<file path="src/rtl/sdiv_pkg.sv">
package sdiv_pkg;
  typedef enum logic {
    LAW_EXP = 1'b0,
    LAW_LIN = 1'b1
  } law_e;

  function automatic int imax(input int a, input int b);
    return (a > b) ? a : b;
  endfunction
endpackage

</file>
<file path="src/rtl/sdiv_cfg_stage.sv">
module sdiv_cfg_stage
  import sdiv_pkg::*;
#(
  parameter int LIN_W = 8,
  parameter int EXP_W = 4,
  parameter int CFG_W = LIN_W + EXP_W + 1,
  parameter int LIM_W = 15
) (
  input  logic             clk,
  input  logic             rst,
  input  logic [CFG_W-1:0] cfg_i,
  input  logic             cpol_i,
  input  logic             start_i,
  output logic [LIM_W-1:0] lim_o,
  output logic             restart_o
);
  localparam int SEL_B = LIN_W + EXP_W;

  logic [LIN_W-1:0] lin_n;
  logic [EXP_W-1:0] exp_n;
  law_e             law;
  logic [LIM_W:0]   pow;
  logic [LIM_W-1:0] lim_next;
  logic [LIM_W-1:0] lim_q;
  logic             cpol_q;
  logic [CFG_W-1:0] cfg_q;

  always_comb begin
    lin_n = cfg_i[LIN_W-1:0];
    exp_n = cfg_i[LIN_W +: EXP_W];
    law   = law_e'(cfg_i[SEL_B]);
    pow   = {{LIM_W{1'b0}}, 1'b1} << exp_n;
    if (law == LAW_LIN) lim_next = LIM_W'(lin_n);
    else                lim_next = pow[LIM_W-1:0] - 1'b1;
  end

  // Effective settings are tracked every cycle; a mismatch means a change.
  always_ff @(posedge clk) begin
    lim_q  <= lim_next;
    cpol_q <= cpol_i;
    cfg_q  <= cfg_i;
    if (rst) begin
      lim_q  <= lim_next;
      cpol_q <= cpol_i;
    end
  end

  assign restart_o = start_i | (lim_next != lim_q) | (cpol_i != cpol_q);
  assign lim_o     = lim_q;


  keep_field_chk: assert property (@(posedge clk) disable iff (rst)
    (cfg_q[SEL_B] && cfg_i[SEL_B] && (cfg_i[LIN_W-1:0] == cfg_q[LIN_W-1:0])
     && (cpol_i == cpol_q) && !start_i) |-> !restart_o)
    else $error("unused field caused a restart");
endmodule

</file>
<file path="src/rtl/sdiv_half_cnt.sv">
module sdiv_half_cnt #(
  parameter int LIM_W = 15
) (
  input  logic             clk,
  input  logic             rst,
  input  logic             run_i,
  input  logic             restart_i,
  input  logic [LIM_W-1:0] lim_i,
  output logic             wrap_o
);
  logic [LIM_W-1:0] cnt_q;

  assign wrap_o = run_i && !restart_i && (cnt_q == lim_i);

  always_ff @(posedge clk) begin
    if (rst || !run_i || restart_i || wrap_o) cnt_q <= '0;
    else                                      cnt_q <= cnt_q + 1'b1;
  end


  cnt_range_chk: assert property (@(posedge clk) disable iff (rst)
    cnt_q <= lim_i)
    else $error("half-period counter beyond limit");
endmodule

</file>
<file path="src/rtl/sdiv_phase_out.sv">
module sdiv_phase_out (
  input  logic clk,
  input  logic rst,
  input  logic run_i,
  input  logic restart_i,
  input  logic wrap_i,
  input  logic cpol_i,
  output logic sclk_o,
  output logic tick_o
);
  logic sclk_q;
  logic tick_q;

  always_ff @(posedge clk) begin
    if (rst || !run_i || restart_i) begin
      sclk_q <= cpol_i;
      tick_q <= 1'b0;
    end else if (wrap_i) begin
      sclk_q <= ~sclk_q;
      tick_q <= 1'b1;
    end else begin
      tick_q <= 1'b0;
    end
  end

  assign sclk_o = sclk_q;
  assign tick_o = tick_q;


  tick_edge_chk: assert property (@(posedge clk) disable iff (rst)
    tick_q |-> (sclk_q != $past(sclk_q)))
    else $error("tick without a clock edge");
endmodule

</file>
<file path="src/rtl/sclk_divgen.sv">
module sclk_divgen
  import sdiv_pkg::*;
#(
  parameter int LIN_W = 8,
  parameter int EXP_W = 4
) (
  input  logic                     clk,
  input  logic                     rst,
  input  logic [LIN_W+EXP_W:0]     cfg_i,
  input  logic                     cpol_i,
  input  logic                     run_i,
  input  logic                     start_i,
  output logic                     sclk_o,
  output logic                     tick_o
);
  localparam int CFG_W = LIN_W + EXP_W + 1;
  localparam int LIM_W = imax(LIN_W, (1 << EXP_W) - 1);

  logic [LIM_W-1:0] lim;
  logic             restart;
  logic             wrap;

  sdiv_cfg_stage #(
    .LIN_W(LIN_W), .EXP_W(EXP_W), .CFG_W(CFG_W), .LIM_W(LIM_W)
  ) u_cfg (
    .clk(clk), .rst(rst), .cfg_i(cfg_i), .cpol_i(cpol_i),
    .start_i(start_i), .lim_o(lim), .restart_o(restart)
  );

  sdiv_half_cnt #(.LIM_W(LIM_W)) u_cnt (
    .clk(clk), .rst(rst), .run_i(run_i), .restart_i(restart),
    .lim_i(lim), .wrap_o(wrap)
  );

  sdiv_phase_out u_out (
    .clk(clk), .rst(rst), .run_i(run_i), .restart_i(restart),
    .wrap_i(wrap), .cpol_i(cpol_i), .sclk_o(sclk_o), .tick_o(tick_o)
  );


  idle_level_chk: assert property (@(posedge clk) disable iff (rst)
    !run_i |=> ((sclk_o == $past(cpol_i)) && !tick_o))
    else $error("idle level wrong");


  restart_level_chk: assert property (@(posedge clk) disable iff (rst)
    (run_i && restart) |=> ((sclk_o == $past(cpol_i)) && !tick_o))
    else $error("restart did not return to idle level");
endmodule

</file>
<file path="config.mk">
export PLATFORM = sky130hd
export DESIGN_NAME = sclk_divgen
export DESIGN_NICKNAME = d
export VERILOG_FILES = /design/src/rtl/sdiv_pkg.sv /design/src/rtl/sdiv_cfg_stage.sv /design/src/rtl/sdiv_half_cnt.sv /design/src/rtl/sdiv_phase_out.sv /design/src/rtl/sclk_divgen.sv
export SDC_FILE = /design/constraint.sdc
export NUM_CORES = 1
export LEC_CHECK = 0
export ABC_AREA = 1
export CORE_MARGIN = 3
export CORE_UTILIZATION = 55
export CTS_CLUSTER_DIAMETER = 80
export DETAILED_ROUTE_END_ITERATION = 8
export GPL_ROUTABILITY_DRIVEN = 0
export PLACE_DENSITY = 0.76
export SKIP_CTS_REPAIR_TIMING = 1
export SYNTH_ARGS = -nofsm -noshare
export SYNTH_HDL_FRONTEND = slang
export SYNTH_HIERARCHICAL = 1
export SYNTH_SLANG_ARGS = --single-unit
</file>
<file path="constraint.sdc">
create_clock -name clk -period 3.9 [get_ports clk]
set_input_delay 0.585 -clock clk [delete_from_list [all_inputs] [get_ports clk]]
set_output_delay 0.585 -clock clk [all_outputs]
set_load 0.03 [all_outputs]
</file>
### Word-level counts from Yosys, hierarchy flattened

Cells that the tools add are included.

| word-level totals | value |
|---|---|
| flip-flop bits (word level) | 33 |
| bits of input ports | 18 |
| output and inout port bits | 2 |
| word-level logic and storage cells | 26 |

| cells by class | value |
|---|---|
| add/subtract/negate cells | 2 |
| equal/unequal tests | 3 |
| shift-type cells | 1 |
| multiplexer cells | 4 |
| bitwise operators | 3 |
| reductions and logical operators | 8 |

Operator list:

| cell | count |
|---|---|
| $add 15x1->15 const B | 1 |
| $eq 15x15->1 | 1 |
| $mux 15 | 1 |
| $ne 15x15->1 | 1 |
| $shl 1x4->15 const A | 1 |
| $sub 15x1->15 const B | 1 |
| $logic_or 1x1->1 | 3 |
| $mux 1 | 3 |
| $logic_and 1x1->1 | 2 |
| $logic_not 1->1 | 2 |
| $or 1x1->1 | 2 |
| $reduce_bool 2->1 | 1 |
| $ne 1x1->1 | 1 |
| $not 1->1 | 1 |

### Longest topological paths before layout

Gate-level depths: netlist of the first run.

| depth | value |
|---|---|
| depth after elaboration | 11 |
| mapped depth | 22 |
| depth with buffers taken out | 21 |

### Hierarchy

The synthesis of the first run kept the hierarchy.

Modules (own cells, without submodules):

| module | instances | cells each | area an instance (µm²) | sequential area each (µm²) |
|---|---|---|---|---|
| sdiv_cfg_stage | 1 | 182 | 1164.9 | 320.3 |
| sdiv_half_cnt | 1 | 192 | 1143.6 | 300.3 |
| sdiv_phase_out | 1 | 14 | 101.3 | 50.0 |

### Worst setup path before layout of the first run

No wires, ideal clock.

| timing path | value |
|---|---|
| kind | in2reg |
| from | in cfg_i[9] |
| to | reg u_out.sclk_q (netlist: u_out/sclk_o), enable pin |
| library setup time | 0.294 ns |
| data arrival time | 2.629 ns |
| data required time | 3.606 ns |
| slack | 0.977 ns |
| stages | 22 |
| path buffers | 1 |
| cells stage by stage | buf_6 > nor2_2 > nand3_1 > ha_1 > or2_0 > nand3_1 > nand2_1 > nor2_1 > nand2_1 > nor2_1 > nand3_1 > nor2_1 > nand2_1 > nor2_1 > inv_1 > nor2_1 > nand2_1 > nor2_1 > nand2_1 > nor2_1 > inv_1 > nand3_1 |

| between the ends | value |
|---|---|
| word-level cells in the longest chain between the ends | 10 |
| elaborated cells between the ends (all ways) | 11 |
| classes of those cells | add/sub (1); eq/ne (1); shift (1); mux (1); bitwise (2); reduce/logical (5) |

Ends and longest elaborated chain:

| item | RTL line | text |
|---|---|---|
| from (decl) | sclk_divgen.sv:9 | `input logic [LIN_W+EXP_W:0] cfg_i,` |
| $shl 1x4->15 | sdiv_cfg_stage.sv:32 | `pow = {{LIM_W{1'b0}}, 1'b1} << exp_n;` |
| $sub 15x1->15 | sdiv_cfg_stage.sv:34 | `else lim_next = pow[LIM_W-1:0] - 1'b1;` |
| $mux 15 | sdiv_cfg_stage.sv:33 | `if (law == LAW_LIN) lim_next = LIM_W'(lin_n);` |
| $ne 15x15->1 | sdiv_cfg_stage.sv:48 | `assign restart_o = start_i \| (lim_next != lim_q) \| (cpol_i != cpol_q);` |
| $or 1x1->1 (2 in a row) | sdiv_cfg_stage.sv:48 |  |
| net restart | sclk_divgen.sv:20 | `logic restart;` |
| $logic_not 1->1 | sdiv_half_cnt.sv:13 | `assign wrap_o = run_i && !restart_i && (cnt_q == lim_i);` |
| $logic_and 1x1->1 (2 in a row) | sdiv_half_cnt.sv:13 |  |
| net wrap | sclk_divgen.sv:21 | `logic wrap;` |
| $reduce_bool 2->1 (no line) | n/a |  |
| to (signal assigned) | sdiv_phase_out.sv:16 | `sclk_q <= cpol_i;` |
| to (signal assigned) | sdiv_phase_out.sv:19 | `sclk_q <= ~sclk_q;` |
| to (decl) | sdiv_phase_out.sv:11 | `logic sclk_q;` |

The timed path passes the listed nets, and every way through them passes these cells.
A chain may end at the register's enable or synchronous reset.

### Worst setup path after layout of the first run

| timing path | value |
|---|---|
| from | in cfg_i[10] |
| to | reg u_out.sclk_q (netlist: u_out/sclk_o), enable pin |

Same word-level chain as after synthesis.

==> metrics.md, run 1 <==
| Metric | Value |
|---|---|
| Clock H-tree levels | `2` |
| Crit path cell chain | `clkdlybuf4s50_1 > buf_4 > nor2_8 > nand2_2 > ha_1 > or2_0 > nand3_1 > nand2_1 > nor2_1 > nand2_1 > nor2_1 > nand3_1 > nor2_1 > nand2_1 > nor2_1 > inv_1 > nor2_1 > nand2_1 > nor2_1 > nand2_1 > nor2_1 > inv_1 > nand3_1` |
| Internal Pwr Total | `574.8 µW` |
| I/O Buffers | `19` |
| Hold WS | `525.1 ps` |
| Library cells used by synthesis | `34` |
| Final WS setup | `488.7 ps` |
| Clock Path Buffers | `2` |
| Crit start category | `input pin` |
| Highest routed layer | `met4` |
| Drt via density | `4.892` |
| Tightest Pin Transition | `362.3 ps` |
| Reg power frac | `45.2%` |
| RSZ-0062 raised after global routing | `no` |
| Ports | `20` |
| Drt first pass iters | `5` |
| Most frequent CP cell | `nor2_1` |
| Crit path max fanout | `5` |
| First-pass GRT wire length | `9101 µm` |
| Clock Pin Slew Worst Setup and Hold Paths | `70 ps` |
| Slew margin rel. | `75.77%` |
| Die height | `72.19 µm` |
| Final hold vios | `0` |
| Routed Antenna Nets | `0` |
| Final Util | `66.22%` |
| Sequential cell area fraction in the yosys report | `27.83%` |
| FF+latch count, synth | `33` |
| Synth Instances | `388` |
| Reg2Reg Depth | `16` |
| Remaining global-route overflow | `0` |
| P&R area growth vs syn | `13.08%` |
| Avg Inst Size Synth | `6.211 µm²` |
| Area of the mapped netlist | `2410 µm²` |
| Die area | `5211 µm²` |
| Switch share | `28.63%` |
| Pre-CTS setup slack | `216.6 ps` |
| Logic gate share of total power | `17.1%` |
| Worst hold stages | `1` |
| Slew Viols, Final | `0` |
| Skew final | `11.96 ps` |
| NetSw | `230.6 µW` |
| CTS tree | `yes` |
| # fillers | `413` |
| Largest net degree at the start of global routing | `17` |
| # diodes | `0` |
| Synth warn | `6` |
| Fin crit share | `87.47%` |
| Crit path DAT | `3420 ps` |
| Layout Nets | `431` |
| Layout cells sized above 1 | `14.81%` |
| Status | `finished clean` |
| Detail Route met3 WL | `262 µm` |
| Pwr/cell area | `295.6 nW/µm²` |
| Via count | `2260` |
| Peak supply drop | `227.8 µV` |
| CP Class | `input pin to flip-flop` |
| Clock Tree Root | `clkbuf_8` |
| DIE WIDTH | `72.19 µm` |
| Initial antenna violation count | `0` |
| Class of the worst hold path | `flip-flop to flip-flop` |
| Worst endpoint required time | `3900 ps` |
| Num Clock Sinks | `33` |
| Initial core utilization | `58.56%` |
| Critical Path Slowest Stage Cell | `clkdlybuf4s50_1` |
| Routed len/inst | `11.30 µm` |
| F_max | `293.1 MHz` |
| P_leak | `0.001308 µW` |
| Clk pwr share | `37.7%` |
| DR DRC count | `0` |
| Critical Path Sink Type | `flip-flop` |
| Routed wl met2 | `2372 µm` |
| Syn nets | `408` |
| CTS buffer count | `5` |
| Core Region | `4115 µm²` |
| M1 WL | `2533 µm` |
| FP Rows | `23` |
| 1st-iter DRT viols | `200` |
| Slowest stage delay, CP | `520 ps` |
| R2r setup slk | `1750 ps` |
| Total track usage | `22.06%` |
| Number of global-route vias before repair | `2058` |
| Total Wirelength | `5220 µm` |
| Final TNS setup | `0 ps` |
| Final setup viols | `0` |
| Min cycle time layout | `3411 ps` |
| Total power | `805.4 µW` |
| DP Wirelength | `4113 µm` |
| Max_cap viols | `0` |
| Worst-Skew Late Latency | `290 ps` |
## cells in the mapped netlist, drive strengths merged
master	count	share of area [%]
nand4	10	2.6
ha	2	1.0
xor2	10	3.6
nor2	60	13
o211ai	2	0.62
buf	8	3.5
nand3	26	6.0
nand2	142	24
dfxtp	32	27
inv	73	12
nor3	6	1.7
nand3b	4	1.2
o21bai	1	0.31
edfxtp	1	1.2
xnor2	2	0.73
o21ai	5	1.3
a21oi	2	0.57
or2	2	0.52
## layout make-up
type / count / area [µm²] / share of cell area [%]
timing repair buffer: 24 / 227.7 / 8.356
clock inverter: 2 / 16.27 / 0.5969
tap: 50 / 62.56 / 2.296
multi-input combinational: 274 / 1375 / 50.46
clock buffer: 6 / 93.84 / 3.444
inverter: 73 / 279.0 / 10.24
sequential: 33 / 670.6 / 24.61
## power groups by stage
stage | registers, µW | clock network [µW] | logic (µW)
final | 364 | 303 | 138
after global routing | 366 | 327 | 157
after CTS | 364 | 310 | 138
after detailed placement | 372 | 0 | 137
after global placement | 372 | 0 | 134
after floorplan | 368 | 0 | 98.3
## path summary, 6_finish.rpt
check            startpoint              to
min          u_cnt/cnt_q[0]  u_cnt/cnt_q[0]
max reg2reg  u_cfg/lim_o[9]    u_out/sclk_o
max               cfg_i[10]    u_out/sclk_o
min reg2reg  u_cnt/cnt_q[0]  u_cnt/cnt_q[0]
## cells by family (layout without fill, tap and decap cells)
logic type	count (synthesis)	in the layout	synth area share [%]
AND/OR/NAND/NOR	250	250	48.81
buffers and inverters	81	105	15.11
flip-flops	33	33	27.83
XOR/XNOR	12	12	4.361
AO/OA/AOI/OAI	10	10	2.855
adder cells (fa/ha/maj)	2	2	1.038
## state kept, by name, indices dropped and copies added, names as in the netlist
name          count
u_cfg/cpol_q      1
u_cfg/lim_o      15
u_cnt/cnt_q      15
u_out/sclk_o      1
u_out/tick_o      1
## metrics by stage
stage | std cells | area (µm²)
global placement | 454 | 2615
global route | 462 | 2725
floorplan | 388 | 2410
CTS | 462 | 2725
finish | 462 | 2725
detailed placement | 454 | 2615
## critical path, delay by kind of cell
kind	cells	cell delay, ps
buf+inv	4	870
simple gates	18	1700
fa+ha+maj	1	290
## layout by cell type (no fill, tap or decap), types with 8 or more instances in the layout
master / instances
inv_1: 63
nand3_1: 23
xor2_1: 10
clkdlybuf4s50_1: 19
inv_2: 8
nor2_1: 40
dfxtp_1: 32
nand4_1: 10
nor2_2: 15
nand2_2: 8
nand2_1: 131
## routing by layer
metal  GRT usage (%)  up-vias
met5               0        -
met4           6.681        0
met3           4.571        7
met2           34.68       47
met1           30.39      993
li1                -     1213
No activity file was read; power rests on OpenSTA's default activity.
==> run 2, diff against run 1 <==
--- a/config.mk
+++ b/config.mk
@@ -6,8 +6,10 @@
 export NUM_CORES = 1
 export LEC_CHECK = 0
 export ABC_AREA = 1
+export CORE_ASPECT_RATIO = 0.8
 export CORE_MARGIN = 3
 export CORE_UTILIZATION = 55
+export CTS_BUF_LIST = sky130_fd_sc_hd__clkbuf_8
 export CTS_CLUSTER_DIAMETER = 80
 export DETAILED_ROUTE_END_ITERATION = 8
 export GPL_ROUTABILITY_DRIVEN = 0
==> constraint.sdc (replaced) <==
create_clock -name clk -period 3.9 [get_ports clk]
set_input_delay 0.78 -clock clk [delete_from_list [all_inputs] [get_ports clk]]
set_output_delay 0.78 -clock clk [all_outputs]
set_load 0.03 [all_outputs]
==> run 2 against run 1 <==
First-iteration DRC count fell by 2.0%. Setup slack got worse by 85 ps. Combinational power grew 3%. Global-route usage up 1.0 points. Clock-buffer cell count did not move. Register-to-register slack barely moved. Critical path depth shrank 2. Non-clock buffer count up 2. Clock skew shrank 11 ps. Sequential power about the same.
==> metrics.md, run 2 (same netlist as run 1, synthesis figures left out) <==
| Metric | Value |
|---|---|
| I/O Buffers | `19 (unchanged)` |
| Crit path max fanout | `15 (+10)` |
| Drt first pass iters | `5 (unchanged)` |
| Number of global-route vias before repair | `2040 (-0.87%)` |
| Critical Path Slowest Stage Cell | `clkdlybuf4s50_1` |
| Worst endpoint required time | `4070 ps (+170 ps)` |
| Final TNS setup | `0 ps (unchanged)` |
| Status | `finished clean` |
| First-pass GRT wire length | `9411 µm (+3.4%)` |
| Crit path DAT | `3670 ps (+250 ps)` |
| 1st-iter DRT viols | `196 (-2.0%)` |
| Hold WS | `513.6 ps (-11.48 ps)` |
| Commonest non-fill, non-tap cell in the layout | `nand2_1` |
| FP Rows | `20 (-13%)` |
| P_leak | `0.001314 µW (+0.45%)` |
| CP Class | `input pin to flip-flop` |
| Drt via density | `4.970 (+1.6%)` |
| Ports | `20 (unchanged)` |
| Die height | `65.21 µm (-9.7%)` |
| DP Wirelength | `4286 µm (+4.2%)` |
| Clock H-tree levels | `2 (unchanged)` |
| Routed len/inst | `11.54 µm (+2.2%)` |
| Most frequent CP cell | `nor2_1` |
| Worst-Skew Late Latency | `280 ps (about the same)` |
| Peak supply drop | `251.3 µV (+10%)` |
| Pwr/cell area | `280.3 nW/µm² (-5.2%)` |
| Most frequent cells in the layout | `nand2_1, inv_1, nor2_1` |
| Core Region | `4004 µm² (-2.7%)` |
| F_max | `286.0 MHz (-2.4%)` |
| DR DRC count | `0 (unchanged)` |
| CTS buffer count | `5 (unchanged)` |
| Initial antenna violation count | `0 (unchanged)` |
| Clock Path Buffers | `2 (unchanged)` |
| Final setup viols | `0 (unchanged)` |
| Fin crit share | `89.66% (+2.2 points)` |
| Critical Path Sink Type | `flip-flop` |
| Crit path cell chain | `clkdlybuf4s50_1 > nor2_8 > nand2_2 > ha_1 > or2_0 > nand3_1 > nand2_1 > nor2_1 > nand2_1 > nor2_1 > nand3_1 > nor2_1 > nand2_1 > nor2_1 > nand2_1 > nor2_1 > nand2_1 > nor2_1 > nand2_1 > nand2_4 > nor2_1` |
| Remaining global-route overflow | `0 (unchanged)` |
| CP bufs+invs | `1 (-3)` |
| Largest net degree at the start of global routing | `17 (unchanged)` |
| Die area | `5217 µm² (+0.10%)` |
| Dpl cells | `461 (+1.5%)` |
| DIE WIDTH | `80.01 µm (+11%)` |
| # diodes | `0 (unchanged)` |
| Class of the worst hold path | `flip-flop to flip-flop` |
| Total track usage | `23.09% (+1.0 points)` |
| CP top delay family | `simple AND/OR/NAND/NOR gates` |
| Slew Viols, Final | `0 (unchanged)` |
| Tightest Pin Transition | `333.1 ps (-29.25 ps)` |
| Max_cap viols | `0 (unchanged)` |
| Clock Tree Root | `clkbuf_8` |
| RSZ-0062 raised after global routing | `no` |
| Final hold vios | `0 (unchanged)` |
| Via count | `2326 (+2.9%)` |
| Final std cells w/o fill | `468 (+1.3%)` |
| Initial core utilization | `60.19% (+1.6 points)` |
| Slowest stage delay, CP | `550 ps (+30 ps)` |
| Skew final | `1.066 ps (-10.90 ps)` |
| Layout Nets | `433 (+0.46%)` |
| Layout cells sized above 1 | `14.77% (-0.036 points)` |
| CTS tree | `yes` |
| Clock Pin Slew Worst Setup and Hold Paths | `60 ps (about the same)` |
| Slew margin rel. | `77.76% (+2.0 points)` |
| Num Clock Sinks | `33 (unchanged)` |
| Crit start category | `input pin` |
| Min cycle time layout | `3497 ps (+85.41 ps)` |
| P&R area growth vs syn | `12.98% (about the same)` |
| Routed Antenna Nets | `0 (unchanged)` |
| Total Wirelength | `5403 µm (+3.5%)` |
-- run 2: final timing paths --
| kind | slack, ps | to | cells past startpoint | from |
|---|---|---|---|---|
| max reg2reg | 1740 | u_cnt/cnt_q[13] | 19 | u_cfg/cpol_q |
| min | 510 | u_cnt/cnt_q[0] | 1 | u_cnt/cnt_q[0] |
| max | 400 | u_cnt/cnt_q[13] | 21 | cfg_i[11] |
| min reg2reg | 510 | u_cnt/cnt_q[0] | 1 | u_cnt/cnt_q[0] |
-- run 2: metrics by stage --
| stage | util (%) | setup slack, ps | power (µW) | instance area [µm²] |
|---|---|---|---|---|
| floorplan | - | 782.3 | 466.2 | 2410 |
| finish | 68.00 | 403.3 | 763.0 | 2723 |
| detailed placement | 65.84 | 144.8 | 511.3 | 2636 |
| global placement | 65.84 | 241.7 | 508.3 | 2636 |
| global route | 68.00 | 69.06 | 804.1 | 2723 |
| CTS | 68.00 | 428.3 | 767.5 | 2723 |
-- run 2: power breakdown --
group | internal [µW] | leakage, µW | total [µW] | switching, µW
Clock | 137 | 0.0000485 | 257 | 120
Sequential | 351 | 0.000273 | 364 | 12.9
Combinational | 60.0 | 0.000992 | 142 | 82.0
-- run 2: cell type report --
class                   count  area, µm²
flip-flops and latches     33      670.6
clock buffers               6      82.58
multi-input cells         274       1375
fillers                   384       1281
inverters                  73      279.0
well taps                  55      68.82
clock inverters             1      3.754
repair buffers             26      242.7
-- run 2: per-layer routing --
metal / vias to the layer above / share of wire [%] / track usage (%)
met3: 5 / 8.9 / 4.384
met5: - / 0 / 0
li1: 1219 / - / -
met4: 0 / 0.70 / 5.063
met2: 84 / 40 / 33.68
met1: 1018 / 50 / 34.97
